==> src/rtl/frac_pwm_timer.sv <==
module frac_pwm_timer #(
  parameter int INT_W    = 10,
  parameter int FRAC_W   = 8,
  parameter int RES_W    = 5,
  parameter int MAX_RES  = 20,
  parameter int INIT_RES = 8,
  localparam int DIV_W   = INT_W + FRAC_W,
  localparam int CNT_W   = MAX_RES
) (
  input  logic             clk,
  input  logic             rst_n,
  input  logic             slow_tick,
  input  logic             ref_tick,
  input  logic             src_sel,
  input  logic [DIV_W-1:0] div_val,
  input  logic [RES_W-1:0] res_val,
  input  logic             cfg_update,
  input  logic             pause,
  input  logic             clear,
  output logic [CNT_W-1:0] count,
  output logic             wrap
);

  logic [DIV_W-1:0]  act_div, shd_div;
  logic [RES_W-1:0]  act_res, shd_res;
  logic              pend;
  logic [INT_W:0]    tick_cnt;
  logic [FRAC_W-1:0] phase;
  logic              extra;

  logic              below_one;
  logic [INT_W-1:0]  int_eff;
  logic [FRAC_W-1:0] frac_eff;
  logic [INT_W:0]    per_m1;
  logic [FRAC_W-1:0] phase_nxt;
  logic              carry;
  logic [RES_W-1:0]  res_eff;
  logic [RES_W-1:0]  shamt;
  logic [CNT_W-1:0]  top;
  logic              src_tick, run, last, at_top, load_now;
  logic [DIV_W-1:0]  load_div;
  logic [RES_W-1:0]  load_res;

  assign src_tick  = src_sel ? ref_tick : slow_tick;
  assign run       = src_tick && !pause && !clear;

  assign below_one = (act_div[DIV_W-1:FRAC_W] == '0);
  assign int_eff   = below_one ? INT_W'(1) : act_div[DIV_W-1:FRAC_W];
  assign frac_eff  = below_one ? '0 : act_div[FRAC_W-1:0];
  assign per_m1    = {1'b0, int_eff} + {{INT_W{1'b0}}, extra} - (INT_W+1)'(1);
  assign last      = (tick_cnt == per_m1);
  assign {carry, phase_nxt} = {1'b0, phase} + {1'b0, frac_eff};

  assign res_eff   = (act_res == '0) ? RES_W'(1) :
                     (act_res > RES_W'(MAX_RES)) ? RES_W'(MAX_RES) : act_res;
  assign shamt     = RES_W'(MAX_RES) - res_eff;
  assign top       = {CNT_W{1'b1}} >> shamt;
  assign at_top    = (count >= top);

  assign load_now  = pend || cfg_update;
  assign load_div  = cfg_update ? div_val : shd_div;
  assign load_res  = cfg_update ? res_val : shd_res;

  always_ff @(posedge clk or negedge rst_n) begin
    if (!rst_n) begin
      act_div  <= DIV_W'(1) << FRAC_W;
      act_res  <= RES_W'(INIT_RES);
      shd_div  <= DIV_W'(1) << FRAC_W;
      shd_res  <= RES_W'(INIT_RES);
      pend     <= 1'b0;
      tick_cnt <= '0;
      phase    <= '0;
      extra    <= 1'b0;
      count    <= '0;
      wrap     <= 1'b0;
    end else begin
      wrap <= 1'b0;
      if (cfg_update) begin
        shd_div <= div_val;
        shd_res <= res_val;
        pend    <= 1'b1;
      end
      if (clear) begin
        tick_cnt <= '0;
        phase    <= '0;
        extra    <= 1'b0;
        count    <= '0;
        if (load_now) begin
          act_div <= load_div;
          act_res <= load_res;
          pend    <= 1'b0;
        end
      end else if (run) begin
        if (last) begin
          tick_cnt <= '0;
          phase    <= phase_nxt;
          extra    <= carry;
          count    <= at_top ? '0 : count + CNT_W'(1);
          wrap     <= at_top;
          if (load_now) begin
            act_div <= load_div;
            act_res <= load_res;
            pend    <= 1'b0;
          end
        end else begin
          tick_cnt <= tick_cnt + (INT_W+1)'(1);
        end
      end
    end
  end

endmodule

==> config.mk <==
export PLATFORM = sky130hd
export DESIGN_NAME = frac_pwm_timer
export DESIGN_NICKNAME = d
export VERILOG_FILES = /design/src/rtl/frac_pwm_timer.sv
export SDC_FILE = /design/constraint.sdc
export NUM_CORES = 1
export LEC_CHECK = 0
export BUFFER_PORTS_ARGS = -buffer_cell sky130_fd_sc_hd__buf_2
export CAP_MARGIN = 20
export CORE_ASPECT_RATIO = 1.5
export CORE_MARGIN = 2
export CORE_UTILIZATION = 35
export CTS_BUF_LIST = sky130_fd_sc_hd__clkbuf_4 sky130_fd_sc_hd__clkbuf_8 sky130_fd_sc_hd__clkbuf_16
export CTS_CLUSTER_DIAMETER = 60
export DETAILED_ROUTE_END_ITERATION = 10
export PLACE_DENSITY = 0.61
export SLEW_MARGIN = 40
export SYNTH_ARGS = -nofsm -noshare
export SYNTH_HDL_FRONTEND = slang
export SYNTH_SLANG_ARGS = --single-unit
==> constraint.sdc <==
create_clock -name clk -period 5.8 [get_ports clk]
set_input_delay 0.29 -clock clk [delete_from_list [all_inputs] [get_ports clk]]
set_output_delay 0.29 -clock clk [all_outputs]
set_load 0.02 [all_outputs]
Word-level counts from Yosys, hierarchy flattened

Cells that the tools add are included.

Register bits after elaboration: 88
Input port bits: 31
Output and inout bits: 21
Logic and storage cells: 66

Add/subtract/negate cells: 6
Order comparisons: 2
Eq/ne operators: 1
Shifts and indexed selects: 1
Mux-type cells: 36
Reduce and logical (&&, ||, !) cells: 10

Operators with widths:

| cell                    | number |
|---|---|
| $mux W18                | 5 |
| $mux W20                | 4 |
| $mux W5                 | 7 |
| $mux W11                | 3 |
| $mux W8                 | 4 |
| $add A20 B1 Y20 const B | 1 |
| $ge A20 B20 Y1          | 1 |
| $shr A20 B5 Y20 const A | 1 |
| $mux W1                 | 12 |
| $add A10 B1 Y11         | 1 |
| $add A11 B1 Y11 const B | 1 |
| $eq A11 B11 Y1          | 1 |
| $sub A11 B1 Y11 const B | 1 |
| $logic_not A10 Y1       | 1 |
| $mux W10                | 1 |
| $add A8 B8 Y9           | 1 |
| $gt A5 B5 Y1 const B    | 1 |
| $logic_not A5 Y1        | 1 |
| $sub A5 B5 Y5 const A   | 1 |
| $reduce_bool A2 Y1      | 2 |
| $logic_and A1 B1 Y1     | 2 |
| $logic_not A1 Y1        | 2 |
| $reduce_and A2 Y1       | 1 |
| $logic_or A1 B1 Y1      | 1 |

Logic depth before layout (Yosys ltp)

Gate-level depths: netlist (run 1).

Depth after elaboration: 10
Gate-level depth with buffers: 20
Mapped depth without buffers: 17

Worst setup path before layout (run 1)

No wires, ideal clock.

Path kind: register to register
From: reg act_res[3]
To: reg count[18]
Library setup time: 0.136 ns
Data arrival time: 4.202 ns
Required time: 5.664 ns
Slack: 1.462 ns
Stages on the path, launching flop included: 20
Buffers on the path: 3
Clock period less this slack: 4.338 ns
Path through: dfstp_2 > clkbuf_1 > o21ai_0 > a21o_1 > inv_1 > ha_1 > nor2_1 > mux2i_1 > o31ai_1 > a211oi_1 > ha_1 > nand4_1 > nor2_1 > a211oi_1 > o311ai_0 > nand2_1 > clkbuf_1 > clkbuf_1 > a22oi_1 > a21oi_1

Word-level cells in the longest chain between the ends: 10
Elaborated cells on any way between the ends: 11
Classes of those cells: add/sub: 1; order compare: 2; shift: 1; mux: 6; reduce/logical: 1

RTL lines:

| what                   | line | text |
|---|---|---|
| from (decl)            | 25   | `logic [RES_W-1:0] act_res, shd_res;` |
| from (signal assigned) | 67   | `act_res <= RES_W'(INIT_RES);` |
| from (signal assigned) | 90   | `act_res <= load_res;` |
| from (signal assigned) | 102  | `act_res <= load_res;` |
| $gt A5 B5 Y1           | 55   | `(act_res > RES_W'(MAX_RES)) ? RES_W'(MAX_RES) : act_res;` |
| $mux W5                | 55   |  |
| $mux W5 (*)            | 54   | `assign res_eff = (act_res == '0) ? RES_W'(1) :` |
| $sub A5 B5 Y5 (*)      | 56   | `assign shamt = RES_W'(MAX_RES) - res_eff;` |
| $shr A20 B5 Y20 (*)    | 57   | `assign top = {CNT_W{1'b1}} >> shamt;` |
| $ge A20 B20 Y1 (*)     | 58   | `assign at_top = (count >= top);` |
| $mux W20 (*)           | 98   | `count <= at_top ? '0 : count + CNT_W'(1);` |
| $mux W20 (*)           | 94   | `if (last) begin` |
| $mux W20 (*)           | 93   | `end else if (run) begin` |
| $mux W20 (*)           | 83   | `if (clear) begin` |
| to (signal assigned)   | 98   |  |
| to (decl)              | 20   | `output logic [CNT_W-1:0] count,` |

Every way passes the cells marked *; elsewhere a longest branch is shown, timed or not. The select of a mux whose other input is x is not followed.
A chain may end at the register's enable or synchronous reset.

Worst setup path after layout (run 1)

From: reg act_div[10]
To: reg act_div[16]

Word-level cells in the longest chain between the ends: 7

RTL lines:

| what                             | line | text |
|---|---|---|
| from (decl)                      | 24   | `logic [DIV_W-1:0] act_div, shd_div;` |
| from (signal assigned)           | 66   | `act_div <= DIV_W'(1) << FRAC_W;` |
| from (signal assigned)           | 89   | `act_div <= load_div;` |
| from (signal assigned)           | 101  | `act_div <= load_div;` |
| $logic_not A10 Y1                | 47   | `assign below_one = (act_div[DIV_W-1:FRAC_W] == '0);` |
| $mux W10 (*)                     | 48   | `assign int_eff = below_one ? INT_W'(1) : act_div[DIV_W-1:FRAC_W];` |
| $add A10 B1 Y11 (*)              | 50   | `assign per_m1 = {1'b0, int_eff} + {{INT_W{1'b0}}, extra} - (INT_W+1)'(1);` |
| $sub A11 B1 Y11 (*)              | 50   |  |
| $eq A11 B11 Y1 (*)               | 51   | `assign last = (tick_cnt == per_m1);` |
| $reduce_bool A2 Y1 (no line) (*) | n/a  |  |
| $reduce_and A2 Y1 (no line) (*)  | n/a  |  |

Every way passes the cells marked *; elsewhere a longest branch is shown, timed or not.

==> key figures, run 1 <==
Yosys
  – Post-Synthesis Cells: 549
  – Mapped cell area: 0.00540 mm^2
  – Portion of netlist area occupied by mux cells: 0.114
  – Synth Area in Adders: 0.0848
  – Synth warn: 0
  – Top FF cell, synth: dfrtp_1
  – Distinct cells, synth: 52
  – Synth Area in Simple Gates: 0.177
  – Synth async-reset ratio: 1.00
  – Mapped Nets: 616
  – Syn Area/Cell: 9.84 um^2
  – EDFF count, synth: 0
  – Post-Synth XOR/XNOR Area: 0.0341
  – Synthesized flop and latch total: 88
  – Largest family of logic cells by synthesized area: simple AND/OR/NAND/NOR gates
  – Post-synthesis compound-gate area fraction: 0.147
  – Register area share after synthesis: 0.409

Timing
  – Achievable Freq: 190 MHz
  – RSZ-0062 raised after global routing: false
  – Final slew viol count: 0
  – Min Hold Slack: 0.206 ns
  – Setup TNS: 0 ns
  – Fin. Hold Viols: 0
  – Minimum clock period: 5.25 ns
  – Period utilization: 0.906
  – Worst Tran Pin Value: 0.837 ns
  – Relative slew slack: 0.442
  – Setup violators final: 0
  – Worst Clk Skew: 0.00678 ns
  – PnR worst setup slack: 0.545 ns

Clock tree
  – CTS Root Cell: clkbuf_16
  – CTS tree: yes
  – Number of CTS-inserted buffers: 9
  – Num Clock Sinks: 88
  – Clock transition at path regs: 0.06 ns
  – H-tree level count: 3
  – Post_cts resized: 0
  – Clock buffer depth: 2
  – Worst-skew pair later-pin latency: 0.33 ns

Global routing
  – Initial antenna violation count: 0
  – Met3 GRT Util: 0.0238
  – Number of global-route vias before repair: 4345
  – Met2 Use GR: 0.278
  – Grt peak-use layer: met2
  – Largest net degree at the start of global routing: 87
  – GR Layer Usage met1: 0.190
  – Grt total ovfl: 0
  – Total track usage: 0.157
  – First-pass GRT wire length: 20900 um

Die
  – Die height: 156 um
  – Initial cell density of the core: 0.358
  – Core Rows: 55
  – Die span in x: 105 um
  – DIE AREA: 0.0165 mm^2
  – CORE AREA: 0.0151 mm^2
  – Ports: 52

Setup path
  – CP max FO: 14
  – CP delay by family, top: simple AND/OR/NAND/NOR gates
  – CP Class: reg -> reg
  – Critical path buffers and inverters: 2
  – CP max-delay cell: a21oi_2
  – Worst path cell trace: nor4_1 > nand4_1 > nor2b_1 > ha_1 > ha_1 > inv_1 > xnor2_1 > a31oi_1 > o41ai_4 > nand4_1 > a21oi_2 > buf_4 > mux2_2
  – Startpoint Class: flop
  – Max incr delay on CP: 0.65 ns
  – Crit path required time: 6.02 ns
  – Critical path data arrival time: 5.47 ns
  – Worst Setup End Kind: flop

Drt
  – DR WL/cell: 15.5 um
  – Via density: 5.46
  – Final wirelength: 12400 um
  – Remaining DRCs: 0
  – First-pass detailed-route iteration total: 5
  – DRT iter0 DRCs: 227
  – DR vias: 4357
  – DRT antenna net count: 0

Power and ir drop
  – Cell leakage power: 2.71 nW
  – Pwr Density: 310 mW/mm^2
  – IR drop worst, VDD: 0.190 mV
  – Total power: 1.92 mW

Cells and area
  – Share of cells above drive strength 1: 0.219
  – Final #Nets: 661
  – Area grow syn2layout: 14.7%
  – Antenna diode instance count: 0
  – Multi-input logic area: 0.00303 mm^2
  – Sequential cell area: 0.00221 mm^2
  – Fill cells: 1471

Min path
  – Hold Path Class: in -> reg

Outcome
  – Run status: finished, final reports clean

Placed design
  – HPWL after detailed placement: 9160 um
  – PortBufs: 51
  – Place WS: 0.593 ns
  – Routability Congestion: 0.861

Run
  – Total of max-cap violations: 0
## cells in the final DEF, fill, tap and decap left out, types with 15 or more instances in the layout
master,netlist,routed
inv_1,23,23
nand4_1,15,15
o21ai_0,25,25
nand3_1,29,29
buf_2,2,50
dfrtp_1,84,84
nor2_1,41,41
nand2_1,30,30
mux2_2,46,46
ha_1,35,35
a21oi_1,38,37
xnor2_1,15,15
## kinds of logic after synthesis
family | count (synthesis)
AND/OR/NAND/NOR | 180
adder cells (fa/ha/maj) | 36
AO/OA/AOI/OAI | 123
XOR/XNOR | 21
multiplexers | 56
flip-flops | 88
buffers and inverters | 45
## report_power, final
group	total, mW	internal [mW]	switching [mW]
combinational	0.573	0.231	0.342
clock	0.611	0.380	0.230
sequential	0.734	0.673	0.0612
total	1.92	1.28	0.633
## cell usage after synthesis, types with 3 or more instances
cell type	instances	area share
clkbuf_1	16	0.011
o22ai_1	4	0.0046
nand2b_1	4	0.0046
and2_1	11	0.013
nor4_1	4	0.0046
o21ai_0	25	0.023
xnor2_1	15	0.024
nand3_1	29	0.027
nand4b_1	4	0.0065
ha_1	35	0.081
nor3_1	13	0.012
nor2_1	41	0.028
dfrtp_1	84	0.39
nand2_1	30	0.021
and3_1	7	0.0081
a311oi_1	5	0.0081
a32o_1	7	0.013
xor2_1	6	0.0097
mux2_2	46	0.096
nand4_1	15	0.017
inv_1	23	0.016
a21o_1	9	0.013
buf_4	3	0.0042
and4_1	3	0.0049
a31oi_1	8	0.0093
dfstp_2	4	0.019
a211oi_1	11	0.015
nor2b_1	6	0.0070
mux2i_1	10	0.019
o31ai_1	3	0.0042
a21oi_1	38	0.035
## layer usage
layer	part of all wire	routed length (um)
met5	0	0
met4	0.019	235
met3	0.033	412
met2	0.52	6490
met1	0.42	5230
## flip-flops by register name, indices dropped and copies added (netlist names)
name and cells:
wrap 1, pend 1, act_res 5, phase 8
extra 1, shd_res 5, shd_div 18, tick_cnt 11
act_div 18, count 20
## metrics by stage
stage	std cells	cell area [um^2]	utilization
after floorplan	549	5400	-
after global placement	781	5850	0.388
after detailed placement	781	5870	0.389
after CTS	798	6190	0.411
after global routing	798	6200	0.411
final	798	6200	0.411
## worst paths after layout
check                                             start  depth (start not counted)                       to  slack (ns)
worst max-delay path            act_div[10]$_DFFE_PN0P_                         13  act_div[16]$_DFFE_PN0P_        0.55
worst min-delay path                         div_val[1]                          2     shd_div[1]$_DFF_PN0_        0.21
worst max register to register  act_div[10]$_DFFE_PN0P_                         13  act_div[16]$_DFFE_PN0P_        0.55
worst min register to register     shd_div[0]$_DFF_PN0_                          1     shd_div[0]$_DFF_PN0_        0.50
max in group asynchronous                         rst_n                          3  tick_cnt[6]$_DFFE_PN0P_        4.68
min in group asynchronous                         rst_n                          2     shd_div[2]$_DFF_PN0_        0.28
## worst reg2reg max path: stages, from the launching register on
cell and delay (ns):
dfrtp_1 0.46, nor4_1 0.62, nand4_1 0.45, nor2b_1 0.27
ha_1 0.23, ha_1 0.26, inv_1 0.15, xnor2_1 0.13
a31oi_1 0.14, o41ai_4 0.58, nand4_1 0.50, a21oi_2 0.65
buf_4 0.33, mux2_2 0.36
## final cells by class
type / count / area share
Multi-Input combinational cell: 416 / 0.489
Sequential cell: 88 / 0.356
Timing Repair Buffer: 56 / 0.0491
Tap cell: 199 / 0.0402
Clock buffer: 10 / 0.0376
Inverter: 23 / 0.0139
Clock inverter: 6 / 0.0135
## timing repair
| item | 4_1_cts | 5_1_grt |
|---|---|---|
| setup buffers | 0 | 0 |
| endpoints found under the hold margin | 2 | 0 |
| hold buffers | 1 | 0 |
(Power assumes the default switching activity.)
==> inputs of run 2 (changes only) <==
PLACE_DENSITY = 0.63   (was 0.61)
clock period = 4.6 ns   (was 5.8 ns; I/O delays follow)
==> run 2 against run 1 <==
Utilization about the same; clock power up 13%; die area unchanged; sequential share of layout area about the same; clock skew up 0.0011 ns; design area up 0.10%; maximum frequency up 25%; sequential cell count unchanged; largest cell class unchanged; highest routed layer unchanged.
==> key figures, run 2 (synthesized netlist as in run 1, its figures left out) <==
Setup path
  – Worst path cell trace: o21ai_0 > a21o_1 > inv_1 > ha_1 > inv_1 > a21oi_1 > o21ai_0 > a21oi_1 > ha_1 > a211oi_1 > o21ai_0 > a211oi_1 > o311ai_0 > buf_4 > and2_1 > or4_1 > a31oi_1
  – CP max FO: 8
  – R2r worst-path depth: 17
  – CP most frequent cell: o21ai_0
  – Startpoint Class: flop
  – CP max-delay cell: or4_1
  – Critical path data arrival time: 4.45 ns
  – CP Class: reg -> reg
  – Critical path buffers and inverters: 3
  – Max incr delay on CP: 0.47 ns
  – Crit path required time: 4.85 ns
  – Worst Setup End Kind: flop
  – CP delay by family, top: compound AO/OA/AOI/OAI gates
  – Critical path depth: 17

Cells and area
  – Area grow syn2layout: 14.9%
  – Share of cells above drive strength 1: 0.231
  – Fin cells: 804
  – Commonest non-fill, non-tap cell in the layout: dfrtp_1
  – Max FFs per register: 20
  – Top reg by flops: count
  – Final #Nets: 668
  – Fill cells: 1462
  – Antenna diode instance count: 0
  – Largest regs: count x20, act_div x18, shd_div x18
  – Commonest cells after routing, fill and taps aside: dfrtp_1, buf_2, mux2_2

Drt
  – DR WL/cell: 16.2 um
  – DRT antenna net count: 0
  – Via density: 5.54
  – Remaining DRCs: 0
  – DRT iter0 DRCs: 201
  – Final wirelength: 13000 um
  – DR vias: 4457
  – First-pass detailed-route iteration total: 5

Timing
  – Setup TNS: 0 ns
  – Minimum clock period: 4.20 ns
  – Relative slew slack: 0.593
  – Fin. Hold Viols: 0
  – Worst Clk Skew: 0.00793 ns
  – Setup violators final: 0
  – Worst Tran Pin Value: 0.606 ns
  – Period utilization: 0.912
  – Final slew viol count: 0
  – RSZ-0062 raised after global routing: false
  – Achievable Freq: 238 MHz

Die
  – Initial cell density of the core: 0.358
  – DIE AREA: 0.0165 mm^2
  – Core Rows: 55
  – CORE AREA: 0.0151 mm^2
  – Die span in x: 105 um
  – Ports: 52
  – Die height: 156 um

Power and ir drop
  – Sw Ratio: 0.342
  – Cell Int Power: 1.55 mW
  – Pwr Density: 380 mW/mm^2
  – Flop pwr share: 0.394
  – Psw: 0.805 mW
  – IR drop worst, VDD: 0.172 mV
  – Combinational share of power: 0.312
  – Cell leakage power: 2.70 nW
  – Clock Power Share: 0.294

Clock tree
  – CTS Root Cell: clkbuf_16
  – Worst-skew pair later-pin latency: 0.34 ns
  – Clock buffer depth: 2
  – Number of CTS-inserted buffers: 9
  – Num Clock Sinks: 88
  – Clock transition at path regs: 0.06 ns
  – Post-CTS Setup Bufs: 0
  – H-tree level count: 3
  – CTS tree: yes

Run
  – Total of max-cap violations: 0

Global routing
  – First-pass GRT wire length: 22000 um
  – Met3 GRT Util: 0.0226
  – Total track usage: 0.165
  – Met2 Use GR: 0.291
  – Grt peak-use layer: met2
  – GR Layer Usage met1: 0.191
  – Largest net degree at the start of global routing: 46
  – Number of global-route vias before repair: 4545
  – Grt total ovfl: 0
  – Initial antenna violation count: 0

Placed design
  – HPWL after detailed placement: 9540 um
  – PortBufs: 51
  – Placed cell count: 788
  – Routability Congestion: 0.826

Min path
  – Hold Path Class: in -> reg
  – Worst Hold Depth: 2

Outcome
  – Run status: finished, final reports clean
run 2: power groups by stage:
stage	sequential, mW	clock, mW	combinational (mW)
2_1_floorplan	0.916	0	0.534
3_3_place_gp	0.934	0	0.690
3_5_place_dp	0.941	0	0.725
4_1_cts	0.926	0.718	0.729
5_1_grt	0.937	0.747	0.820
6_report	0.926	0.693	0.734
run 2: worst paths after layout:
path	slack [ns]	startpoint	to
setup / recovery	0.40	act_res[2]$_DFFE_PN0P_	count[16]$_DFFE_PN0P_
hold / removal	0.14	div_val[9]	shd_div[9]$_DFF_PN0_
setup reg to reg	0.40	act_res[2]$_DFFE_PN0P_	count[16]$_DFFE_PN0P_
hold reg to reg	0.50	shd_div[16]$_DFF_PN0_	shd_div[16]$_DFF_PN0_
max in group asynchronous	3.16	rst_n	count[5]$_DFFE_PN0P_
min in group asynchronous	0.43	rst_n	shd_div[2]$_DFF_PN0_
run 2: final cells by class:
type,instances,area [um^2],share of cell area
multi-input cells,416,3030,0.488
repair buffers,63,353,0.0569
inverters,23,86.3,0.0139
clock inverters,3,17.5,0.00282
well taps,199,249,0.0401
flip-flops and latches,88,2210,0.356
clock buffers,12,260,0.0420
run 2: metal layers:
| metal | vias to the layer above | wire, um |
|---|---|---|
| li1 | 2121 | - |
| met1 | 2203 | 5360 |
| met2 | 113 | 6660 |
| met3 | 20 | 516 |
| met4 | 0 | 480 |
| met5 | - | 0 |
run 2: metrics by stage:
step	hold WS, ns	setup slack [ns]	utilization	area, um^2	power, mW
floorplan	-0.0656	0.262	-	5400	1.45
global placement	0.257	0.508	0.392	5900	1.62
detailed placement	0.277	0.237	0.392	5900	1.67
CTS	0.125	0.225	0.411	6190	2.37
global route	0.138	0.00448	0.412	6200	2.50
finish	0.140	0.404	0.412	6200	2.35
run 2: what timing repair did:
item / 4_1_cts / 5_1_grt
endpoints found under the hold margin: 40 / 0
hold buffers: 1 / 0
resized for setup: 0 / 3
setup endpoints to repair: 0 / 20
==> inputs of run 3 (changes only) <==
ABC_AREA = 1   (was default)
PLACE_DENSITY = 0.62   (was 0.63)
REMOVE_ABC_BUFFERS = 1   (was default)
==> run 3 against run 2 <==
Register-to-register slack improved by 0.26 ns; global-route usage increased by 0.46 points; design area increased by 7.3%; setup slack improved by 0.26 ns; critical endpoint is now count[12]$_DFFE_PN0P_; largest power group unchanged.
==> key figures, run 3 <==
Yosys
  – Mapped cell area: 0.00587 mm^2
  – Post-Synth XOR/XNOR Area: 0.0475
  – Top FF cell, synth: dfrtp_1
  – Top-count cell post-synth: nand2_1
  – Register area share after synthesis: 0.376
  – Post-synthesis compound-gate area fraction: 0.0788
  – Largest family of logic cells by synthesized area: simple AND/OR/NAND/NOR gates
  – Synth warn: 0
  – Synth async-reset ratio: 1.00
  – Distinct cells, synth: 37
  – Top post-synthesis cells by area: dfrtp_1, nand2_1, ha_1
  – Synth Area in Simple Gates: 0.347
  – Syn Area/Cell: 7.29 um^2
  – Synthesized flop and latch total: 88
  – Top cell type's share of synthesized area: 0.358
  – Synth Area in Adders: 0.0780
  – Post-Synthesis Cells: 806
  – EDFF count, synth: 0
  – Synth area leader: dfrtp_1
  – Portion of netlist area occupied by mux cells: 0
  – Commonest cells post-synth: nand2_1, dfrtp_1, inv_1, nor2_1, nand4_1

Global routing
  – Total track usage: 0.170
  – Number of global-route vias before repair: 5079
  – Initial antenna violation count: 0
  – Largest net degree at the start of global routing: 57
  – First-pass GRT wire length: 24000 um
  – Grt total ovfl: 0

Clock tree
  – CTS tree: yes
  – Number of CTS-inserted buffers: 9
  – H-tree level count: 3
  – CTS Root Cell: clkbuf_16
  – Clock buffer depth: 2
  – # hold bufs at CTS: 1
  – Post-CTS Setup Bufs: 0
  – Clock transition at path regs: 0.07 ns
  – Worst-skew pair later-pin latency: 0.34 ns
  – Num Clock Sinks: 88
  – Post_cts resized: 0

Setup path
  – CP delay by family, top: simple AND/OR/NAND/NOR gates
  – CP most frequent cell: nand2_1
  – Critical path data arrival time: 4.17 ns
  – Critical path depth: 23
  – Crit path required time: 4.83 ns
  – Critical Path Sink: count[12]$_DFFE_PN0P_
  – R2r worst-path depth: 23
  – Worst Setup End Kind: flop
  – Worst reg2reg path startpoint: act_res[2]$_DFFE_PN0P_
  – Worst path cell trace: nor2_1 > inv_1 > nand2_1 > a21oi_1 > o21ai_1 > inv_1 > ha_1 > inv_1 > nand2_1 > nand2_1 > o21ai_1 > nor2_2 > nand2_1 > ha_1 > nand2_1 > nor2_1 > nand2_1 > inv_1 > nand4_1 > nand4_1 > clkinv_1 > nand3_1 > o21ai_2
  – CP startpoint: act_res[2]$_DFFE_PN0P_
  – Worst r2r dst: count[12]$_DFFE_PN0P_
  – CP Class: reg -> reg
  – Critical path buffers and inverters: 5
  – CP max-delay cell: clkinv_1
  – Max incr delay on CP: 0.50 ns
  – CP max FO: 19
  – Startpoint Class: flop
  – Flop2flop setup slack: 0.66 ns

Power and ir drop
  – IR drop worst, VDD: 0.217 mV
  – Cell leakage power: 3.36 nW
  – Pwr Density: 406 mW/mm^2

Die
  – DIE AREA: 0.0179 mm^2
  – Ports: 52
  – Die span in x: 110 um
  – Core Rows: 58
  – Initial cell density of the core: 0.353
  – CORE AREA: 0.0166 mm^2
  – Die height: 163 um

Timing
  – Worst Clk Skew: 0.00831 ns
  – Setup TNS: 0 ns
  – Achievable Freq: 254 MHz
  – Minimum clock period: 3.94 ns
  – Setup violators final: 0
  – Period utilization: 0.856
  – Relative slew slack: 0.444
  – Final slew viol count: 0
  – RSZ-0062 raised after global routing: false
  – Worst Tran Pin Value: 0.834 ns
  – Fin. Hold Viols: 0

Placed design
  – Placed Area: 0.00630 mm^2
  – PortBufs: 51
  – Routability Congestion: 0.795
  – HPWL after detailed placement: 10400 um

Drt
  – DRT antenna net count: 0
  – First-pass detailed-route iteration total: 7
  – DR WL/cell: 13.2 um
  – Final wirelength: 14000 um
  – Via density: 4.90
  – Remaining DRCs: 0
  – DRT iter0 DRCs: 332
  – DR vias: 5198

Cells and area
  – Area grow syn2layout: 13.3%
  – Final instance area: 0.00666 mm^2
  – Largest regs: count x20, act_div x18, shd_div x18
  – Top reg by flops: count
  – Commonest cells after routing, fill and taps aside: nand2_1, dfrtp_1, inv_1, nor2_1, buf_2
  – Share of cells above drive strength 1: 0.134
  – Fill cells: 1722
  – Max FFs per register: 20
  – Commonest non-fill, non-tap cell in the layout: nand2_1
  – Final #Nets: 914
  – Antenna diode instance count: 0

Outcome
  – Run status: finished, final reports clean

Run
  – Total of max-cap violations: 0

Min path
  – Hold Path Class: in -> reg
==> run 3: changes by cell type after synthesis, moves of 17 or more <==
| cell | delta |
|---|---|
| a21oi_1 | -17 |
| nand4_1 | +23 |
| mux2_2 | -46 |
| nand2_1 | +255 |
| o21ai_2 | +17 |
| inv_1 | +50 |
| nor2_1 | +32 |
==> run 3: cells by family (layout without fill, tap and decap cells) <==
| family | after synthesis | in the layout |
|---|---|---|
| buffers and inverters | 103 | 148 |
| AOI/OAI and AO/OA | 77 | 77 |
| adders and majority gates | 36 | 36 |
| xor gates and xnor gates | 31 | 31 |
| DFF | 88 | 88 |
| and+or+nand+nor | 471 | 471 |
==> run 3: worst min-delay path by stage <==
stage / from / to / slack, ns / cells past startpoint
global route: div_val[8] / shd_div[8]$_DFF_PN1_ / 0.11 / 3
finish: div_val[17] / shd_div[17]$_DFF_PN0_ / 0.11 / 3
floorplan: rst_n / act_div[0]$_DFFE_PN0P_ / -0.07 / 0
detailed placement: rst_n / act_res[2]$_DFFE_PN0P_ / 0.36 / 1
CTS: div_val[17] / shd_div[17]$_DFF_PN0_ / 0.1 / 3
global placement: rst_n / act_res[2]$_DFFE_PN0P_ / 0.35 / 1
==> run 3: report_power, final <==
| part | internal (mW) | total, mW | switching, mW |
|---|---|---|---|
| registers | 0.871 | 0.948 | 0.0773 |
| logic | 0.329 | 0.912 | 0.583 |
| clock network | 0.532 | 0.842 | 0.310 |
| total | 1.73 | 2.70 | 0.970 |
==> run 3: per-stage QoR <==
stage / hold slack, ns / cells / setup WS [ns] / power [mW] / utilization
detailed placement: 0.356 / 1045 / 0.668 / 1.88 / 0.379
CTS: 0.0959 / 1061 / 0.661 / 2.73 / 0.400
floorplan: -0.0656 / 779 / 1.23 / 1.64 / -
finish: 0.106 / 1061 / 0.661 / 2.70 / 0.400
global route: 0.113 / 1061 / 0.0648 / 2.92 / 0.400
global placement: 0.350 / 1045 / 0.814 / 1.86 / 0.379
==> run 3: cell type report <==
type	instances	area [um^2]	share of cell area
clock buffer	9	225	0.0338
clock inverter	6	118	0.0177
inverter	76	285	0.0429
multi-input combinational	615	3240	0.486
sequential	88	2210	0.332
tap	210	263	0.0395
timing repair buffer	57	322	0.0483
==> run 3: worst min-delay path, delay by kind of cell <==
kind          cells  cell delay [ns]
buf+inv           1             0.07
simple gates      2             0.11
==> run 3: layer usage <==
| metal | vias to the layer above | share of wire | track usage |
|---|---|---|---|
| li1 | 2684 | - | - |
| met1 | 2415 | 0.40 | 0.187 |
| met2 | 75 | 0.55 | 0.320 |
| met3 | 24 | 0.025 | 0.0248 |
| met4 | 0 | 0.026 | 0.0621 |
| met5 | - | 0 | 0 |
